### config.mk
export PLATFORM = sky130hd
export DESIGN_NAME = serial_brk_rx
export DESIGN_NICKNAME = d
export VERILOG_FILES = /design/src/rtl/serial_brk_pkg.sv /design/src/rtl/sbr_phase.sv /design/src/rtl/sbr_shift.sv /design/src/rtl/sbr_endbrk.sv /design/src/rtl/serial_brk_rx.sv
export SDC_FILE = /design/constraint.sdc
export NUM_CORES = 1
export LEC_CHECK = 0
export ABC_AREA = 1
export BUFFER_PORTS_ARGS = -buffer_cell sky130_fd_sc_hd__buf_2
export CAP_MARGIN = 25
export CORE_MARGIN = 5
export CORE_UTILIZATION = 60
export CTS_BUF_LIST = sky130_fd_sc_hd__clkbuf_8
export DETAILED_ROUTE_END_ITERATION = 8
export PLACE_DENSITY = 0.92
export REMOVE_ABC_BUFFERS = 1
export SYNTH_ARGS = -nofsm -noshare
export SYNTH_HDL_FRONTEND = slang
export SYNTH_HIERARCHICAL = 1
export SYNTH_SLANG_ARGS = --single-unit
export TNS_END_PERCENT = 50
### constraint.sdc
create_clock -name clk -period 2.1 [get_ports clk]
set_input_delay 0.105 -clock clk [delete_from_list [all_inputs] [get_ports clk]]
set_output_delay 0.105 -clock clk [all_outputs]
set_load 0.02 [all_outputs]
### src/rtl/serial_brk_pkg.sv
package serial_brk_pkg;
    typedef enum logic [2:0] {
        S_IDLE,
        S_START,
        S_DATA,
        S_PAR,
        S_STOP,
        S_BRKW
    } rx_state_t;
endpackage

### src/rtl/sbr_phase.sv
module sbr_phase #(
    parameter int OS_RATE = 16
) (
    input  logic clk,
    input  logic rst_n,
    input  logic tick_i,
    input  logic restart_i,
    output logic half_o,
    output logic full_o
);
    localparam int CW = $clog2(OS_RATE);
    localparam logic [CW-1:0] HALF_V = CW'(OS_RATE / 2 - 1);
    localparam logic [CW-1:0] FULL_V = CW'(OS_RATE - 1);

    logic [CW-1:0] cnt;

    always_ff @(posedge clk or negedge rst_n) begin
        if (!rst_n)
            cnt <= '0;
        else if (restart_i)
            cnt <= '0;
        else if (tick_i)
            cnt <= (cnt == FULL_V) ? '0 : cnt + 1'b1;
    end

    assign half_o = tick_i && (cnt == HALF_V);
    assign full_o = tick_i && (cnt == FULL_V);
endmodule

### src/rtl/sbr_shift.sv
module sbr_shift #(
    parameter int W = 8
) (
    input  logic         clk,
    input  logic         rst_n,
    input  logic         shift_i,
    input  logic         bit_i,
    output logic [W-1:0] data_o
);
    always_ff @(posedge clk or negedge rst_n) begin
        if (!rst_n)
            data_o <= '0;
        else if (shift_i)
            data_o <= {bit_i, data_o[W-1:1]};
    end
endmodule

### src/rtl/sbr_endbrk.sv
module sbr_endbrk #(
    parameter int END_HI = 2
) (
    input  logic clk,
    input  logic rst_n,
    input  logic arm_i,
    input  logic tick_i,
    input  logic line_i,
    output logic done_o
);
    localparam int HW = $clog2(END_HI + 1);
    localparam logic [HW-1:0] LAST_V = HW'(END_HI - 1);

    logic [HW-1:0] hi_cnt;

    always_ff @(posedge clk or negedge rst_n) begin
        if (!rst_n)
            hi_cnt <= '0;
        else if (!arm_i)
            hi_cnt <= '0;
        else if (tick_i)
            hi_cnt <= line_i ? ((hi_cnt == LAST_V) ? hi_cnt : hi_cnt + 1'b1) : '0;
    end

    assign done_o = arm_i && tick_i && line_i && (hi_cnt >= LAST_V);
endmodule

### src/rtl/serial_brk_rx.sv
module serial_brk_rx
    import serial_brk_pkg::*;
#(
    parameter int DATA_W  = 8,
    parameter int OS_RATE = 16,
    parameter int END_HI  = 2
) (
    input  logic              clk,
    input  logic              rst_n,
    input  logic              rx_i,
    input  logic              os_tick_i,
    input  logic              par_en_i,
    input  logic              sts_clr_i,
    output logic              rdy_o,
    output logic [DATA_W-1:0] byte_o,
    output logic              par_err_o,
    output logic              frm_err_o,
    output logic              brk_o
);
    localparam int IW = (DATA_W > 1) ? $clog2(DATA_W) : 1;
    localparam logic [IW-1:0] LAST_IDX = IW'(DATA_W - 1);

    rx_state_t         state, nxt;
    logic              half_hit, full_hit, restart, shift, end_brk;
    logic [DATA_W-1:0] sh_data;
    logic [IW-1:0]     bit_idx;
    logic              par_bit;
    logic              ev_ok, ev_frm, ev_brk;

    sbr_phase #(.OS_RATE(OS_RATE)) u_phase (
        .clk(clk), .rst_n(rst_n), .tick_i(os_tick_i), .restart_i(restart),
        .half_o(half_hit), .full_o(full_hit)
    );

    sbr_shift #(.W(DATA_W)) u_shift (
        .clk(clk), .rst_n(rst_n), .shift_i(shift), .bit_i(rx_i), .data_o(sh_data)
    );

    sbr_endbrk #(.END_HI(END_HI)) u_endbrk (
        .clk(clk), .rst_n(rst_n), .arm_i(state == S_BRKW), .tick_i(os_tick_i),
        .line_i(rx_i), .done_o(end_brk)
    );

    // state register
    always_ff @(posedge clk or negedge rst_n) begin
        if (!rst_n)
            state <= S_IDLE;
        else
            state <= nxt;
    end

    // next state and frame events
    always_comb begin
        nxt     = state;
        restart = 1'b0;
        shift   = 1'b0;
        ev_ok   = 1'b0;
        ev_frm  = 1'b0;
        ev_brk  = 1'b0;
        unique case (state)
            S_IDLE: if (os_tick_i && !rx_i) begin
                nxt     = S_START;
                restart = 1'b1;
            end
            S_START: if (half_hit) begin
                restart = 1'b1;
                nxt     = rx_i ? S_IDLE : S_DATA;
            end
            S_DATA: if (full_hit) begin
                shift = 1'b1;
                if (bit_idx == LAST_IDX)
                    nxt = par_en_i ? S_PAR : S_STOP;
            end
            S_PAR: if (full_hit)
                nxt = S_STOP;
            S_STOP: if (full_hit) begin
                if (rx_i) begin
                    ev_ok = 1'b1;
                    nxt   = S_IDLE;
                end else if ((sh_data == '0) && !par_bit) begin
                    ev_brk = 1'b1;
                    nxt    = S_BRKW;
                end else begin
                    ev_frm = 1'b1;
                    nxt    = S_IDLE;
                end
            end
            S_BRKW: if (end_brk)
                nxt = S_IDLE;
            default: nxt = S_IDLE;
        endcase
    end

    // bit index and parity capture
    always_ff @(posedge clk or negedge rst_n) begin
        if (!rst_n) begin
            bit_idx <= '0;
            par_bit <= 1'b0;
        end else if (state == S_START) begin
            bit_idx <= '0;
            par_bit <= 1'b0;
        end else begin
            if (shift)
                bit_idx <= bit_idx + 1'b1;
            if (state == S_PAR && full_hit)
                par_bit <= rx_i;
        end
    end

    // outputs
    always_ff @(posedge clk or negedge rst_n) begin
        if (!rst_n) begin
            rdy_o     <= 1'b0;
            byte_o    <= '0;
            par_err_o <= 1'b0;
            frm_err_o <= 1'b0;
            brk_o     <= 1'b0;
        end else begin
            rdy_o <= ev_ok || ev_frm;
            if (ev_ok || ev_frm)
                byte_o <= sh_data;
            if ((ev_ok || ev_frm) && par_en_i && ((^sh_data) ^ par_bit))
                par_err_o <= 1'b1;
            else if (sts_clr_i)
                par_err_o <= 1'b0;
            if (ev_frm)
                frm_err_o <= 1'b1;
            else if (sts_clr_i)
                frm_err_o <= 1'b0;
            if (ev_brk || end_brk)
                brk_o <= 1'b1;
            else if (sts_clr_i)
                brk_o <= 1'b0;
        end
    end

    // strobe lasts one cycle
    a_r3_single_strobe: assert property (@(posedge clk) disable iff (!rst_n)
        rdy_o |=> !rdy_o);
    // strobe only follows a stop-bit sample
    a_r3_strobe_after_stop: assert property (@(posedge clk) disable iff (!rst_n)
        rdy_o |-> $past(state) == S_STOP);
    // framing error always comes with data
    a_r5_frm_delivers: assert property (@(posedge clk) disable iff (!rst_n)
        $rose(frm_err_o) |-> rdy_o);
    // no strobe while in a break
    a_r6_no_strobe_in_break: assert property (@(posedge clk) disable iff (!rst_n)
        (state == S_BRKW) |-> !rdy_o);
    // entering a break never raises the framing flag
    a_r6_brk_not_frm: assert property (@(posedge clk) disable iff (!rst_n)
        (state == S_BRKW && $past(state) == S_STOP) |-> !$rose(frm_err_o));
    // a low line keeps the receiver waiting
    a_r7_hold_low: assert property (@(posedge clk) disable iff (!rst_n)
        (state == S_BRKW && !rx_i) |=> state == S_BRKW);
    // break flag is sticky
    a_r9_brk_sticky: assert property (@(posedge clk) disable iff (!rst_n)
        (brk_o && !sts_clr_i) |=> brk_o);
endmodule

==> flow_summary.json <==
{
  "swShare_pct": 35.0,
  "clockRootBuffer": "clkbuf_8",
  "io_buffers": 17,
  "clockBufferDepth": 2,
  "final_cell_area_um2": 2060,
  "holdWs_ps": 77.0,
  "grt_overflow": 0,
  "drt_iter0_drc": 145,
  "num-fill-cells": 239,
  "hold_path_end": "par_err_o$_DFFE_PN0P_",
  "dpl_cell_area_um2": 1930,
  "synth_warnings": 6,
  "power_switching_w": 0.000683,
  "grt_max_degree": 34,
  "cts_made_buffers": 5,
  "status": "finished, final reports clean",
  "worstReg2RegEnd": "state[1]$_DFFE_PN0P_",
  "die_h_um": 65.1,
  "path_clk_slew_ps": 70,
  "p_leak_nw": 1.14,
  "syn_area_um2": 1820,
  "postCtsSetupRepairBufs": 0,
  "reg2regPathDepth": 11,
  "area_growth_pct": 13.0,
  "p_int_w": 0.00127,
  "hp-class": "in2reg",
  "core_um2": 2980,
  "path_class": "reg2reg",
  "finalHoldViolCount": 0,
  "final_core_utilization_pct": 69.2,
  "rsz0062_at_grt": "false",
  "gp_congestion": 0.844,
  "antenna_found_initial": 0,
  "antenna_cells": 0,
  "grtUsageTotal_pct": 19.1,
  "hold_depth": 4,
  "dp_hpwl_um": 2460,
  "grt_pass1_vias": 1469,
  "layout_worst_path_cycle_share_pct": 87.1,
  "tns_ps": 0,
  "end_kind": "flop",
  "drive_gt1_share_pct": 19.3,
  "pre_cts_slack_ps": 392,
  "htree_levels": 2,
  "synth_seq_cells": 33,
  "final.setup.worst_slack_ps": 270,
  "cp.required_ps": 2330,
  "synthCells": 229,
  "power_frac_clock_pct": 30.8,
  "combinationalPowerShare_pct": 28.4,
  "rows": 20,
  "dieArea_um2": 4240,
  "avgRoutedWirePerCell_um": 12.2,
  "drtPass1Iterations": 4,
  "seq_power_share_pct": 40.8,
  "fmax_mhz": 546,
  "final_common_cell": "nand2_1",
  "tightest_slew_ps": 700,
  "nets": 268,
  "synth.avg_cell_area_um2": 7.96,
  "ir_drop_uv": 861,
  "ant_nets": 0,
  "hold_start": "sts_clr_i",
  "r2r_start": "state[1]$_DFFE_PN0P_",
  "arrival_ps": 2060,
  "cts.sinks": 33,
  "cts_tree": "done",
  "die_width_um": 65.1,
  "maxCapViolations": 0,
  "setup_viol": 0,
  "ys_seq_area_share_pct": 45.3,
  "cp_max_fo": 5,
  "final_cell_mix": "nand2_1 (76), inv_1 (34), dfrtp_1 (33)",
  "netlist_top_cells_area": "dfrtp_1 (45%), nand2_1 (16%), inv_1 (6.8%)",
  "via_per_inst": 5.21,
  "clock_skew_ps": 6.69,
  "yosysTopAreaCell": "dfrtp_1",
  "relSlewSlack_pct": 53.3,
  "yosys.area.top_type_share_pct": 45.3,
  "clkLatencyLatePin_ps": 280,
  "start_util_pct": 61.2,
  "vias": 1496,
  "ioPinCount": 18,
  "grt_pass1_wl_um": 6260,
  "slew_violations": 0,
  "powerDensity_nw_per_um2": 946,
  "ys_types": 26,
  "ff2ff_setup_slack_ps": 270,
  "wl_um": 3490,
  "drc_errors": 0,
  "crit_path_start_kind": "flop",
  "period_minus_slack_ps": 1830
}
[cell usage after synthesis]
cell type,number
nand4_1,1
nand2_4,1
o22ai_1,1
nor3_1,1
o21ai_1,1
o21ai_0,5
nand3_1,20
nand2_1,76
xor2_1,1
o31ai_1,1
nor2_2,2
nor2_1,12
o21ai_2,8
inv_2,4
o211ai_1,1
ha_1,9
nand2_2,4
nand3b_1,1
dfrtp_1,33
inv_1,33
a22o_1,1
buf_6,2
nand3_2,2
nor2_4,3
nor3b_1,1
a21oi_1,5
[final cells by class]
class,count,area [um2],share of cell area (%)
multi-input combinational,157,836,40.6
sequential,33,826,40.1
inverter,37,139,6.74
timing repair buffer,19,103,4.98
clock buffer,6,82.6,4.01
tap,33,41.3,2.00
clock inverter,2,33.8,1.64
[power groups by stage]
| stage | combinational [W] | clock, W | sequential (W) |
|---|---|---|---|
| floorplan | 0.000418 | 0 | 0.000786 |
| global route | 0.000641 | 0.000638 | 0.000805 |
| finish | 0.000554 | 0.000601 | 0.000795 |
| detailed placement | 0.000516 | 0 | 0.000802 |
| global placement | 0.000517 | 0 | 0.000803 |
| CTS | 0.000548 | 0.000609 | 0.000792 |
[worst max path at each step]
stage,slack (ps),endpoint,from
3_5_place_dp,390,u_phase/cnt[1]$_DFFE_PN0P_,u_phase/cnt[0]$_DFFE_PN0P_
4_1_cts,290,state[1]$_DFFE_PN0P_,state[1]$_DFFE_PN0P_
2_1_floorplan,540,u_phase/cnt[1]$_DFFE_PN0P_,u_phase/cnt[0]$_DFFE_PN0P_
3_3_place_gp,410,state[1]$_DFFE_PN0P_,state[1]$_DFFE_PN0P_
6_report,270,state[1]$_DFFE_PN0P_,state[1]$_DFFE_PN0P_
5_1_grt,0.05,state[0]$_DFFE_PN0P_,state[1]$_DFFE_PN0P_
[logic make-up after synthesis]
logic type | synth area share (%)
buffers and inverters | 8.85
AOI/OAI and AO/OA | 8.51
and+or+nand+nor | 30.7
adders and majority gates | 6.18
xor gates and xnor gates | 0.481
DFF | 45.3
[what timing repair did]
| item | CTS | global route |
|---|---|---|
| resized for setup | 0 | 0 |
| hold buffers | 1 | 0 |
| hold endpoints to repair | 33 | 0 |
[stage by stage]
| step | total power, W | std cells |
|---|---|---|
| 6_report | 0.00195 | 287 |
| 4_1_cts | 0.00195 | 287 |
| 3_5_place_dp | 0.00132 | 278 |
| 2_1_floorplan | 0.00120 | 227 |
| 5_1_grt | 0.00208 | 287 |
| 3_3_place_gp | 0.00132 | 278 |
[state kept, by name, summed over array words and instances, names as in the netlist]
register / flops
bit_idx: 3
u_endbrk/hi_cnt: 2
rdy_o: 1
byte_o: 8
par_bit: 1
state: 3
u_shift/data_o: 8
frm_err_o: 1
brk_o: 1
u_phase/cnt: 4
par_err_o: 1
[per-layer routing]
metal,track usage (%),wire length [um],up-vias
met5,0,0,-
met3,4.10,136,13
met1,22.9,1560,676
met4,8.55,99,0
li1,-,-,769
met2,32.8,1700,38
[critical path: stages (launching register included)]
cell	delay (ps)
dfrtp_1	450
inv_1	150
nand3_1	110
inv_1	110
nand2_1	80
nor3_1	260
inv_1	80
nand3_1	90
nand2_1	70
nor2_1	220
nand3_1	100
nand2_1	80
No activity file was read; power rests on OpenSTA's default activity.
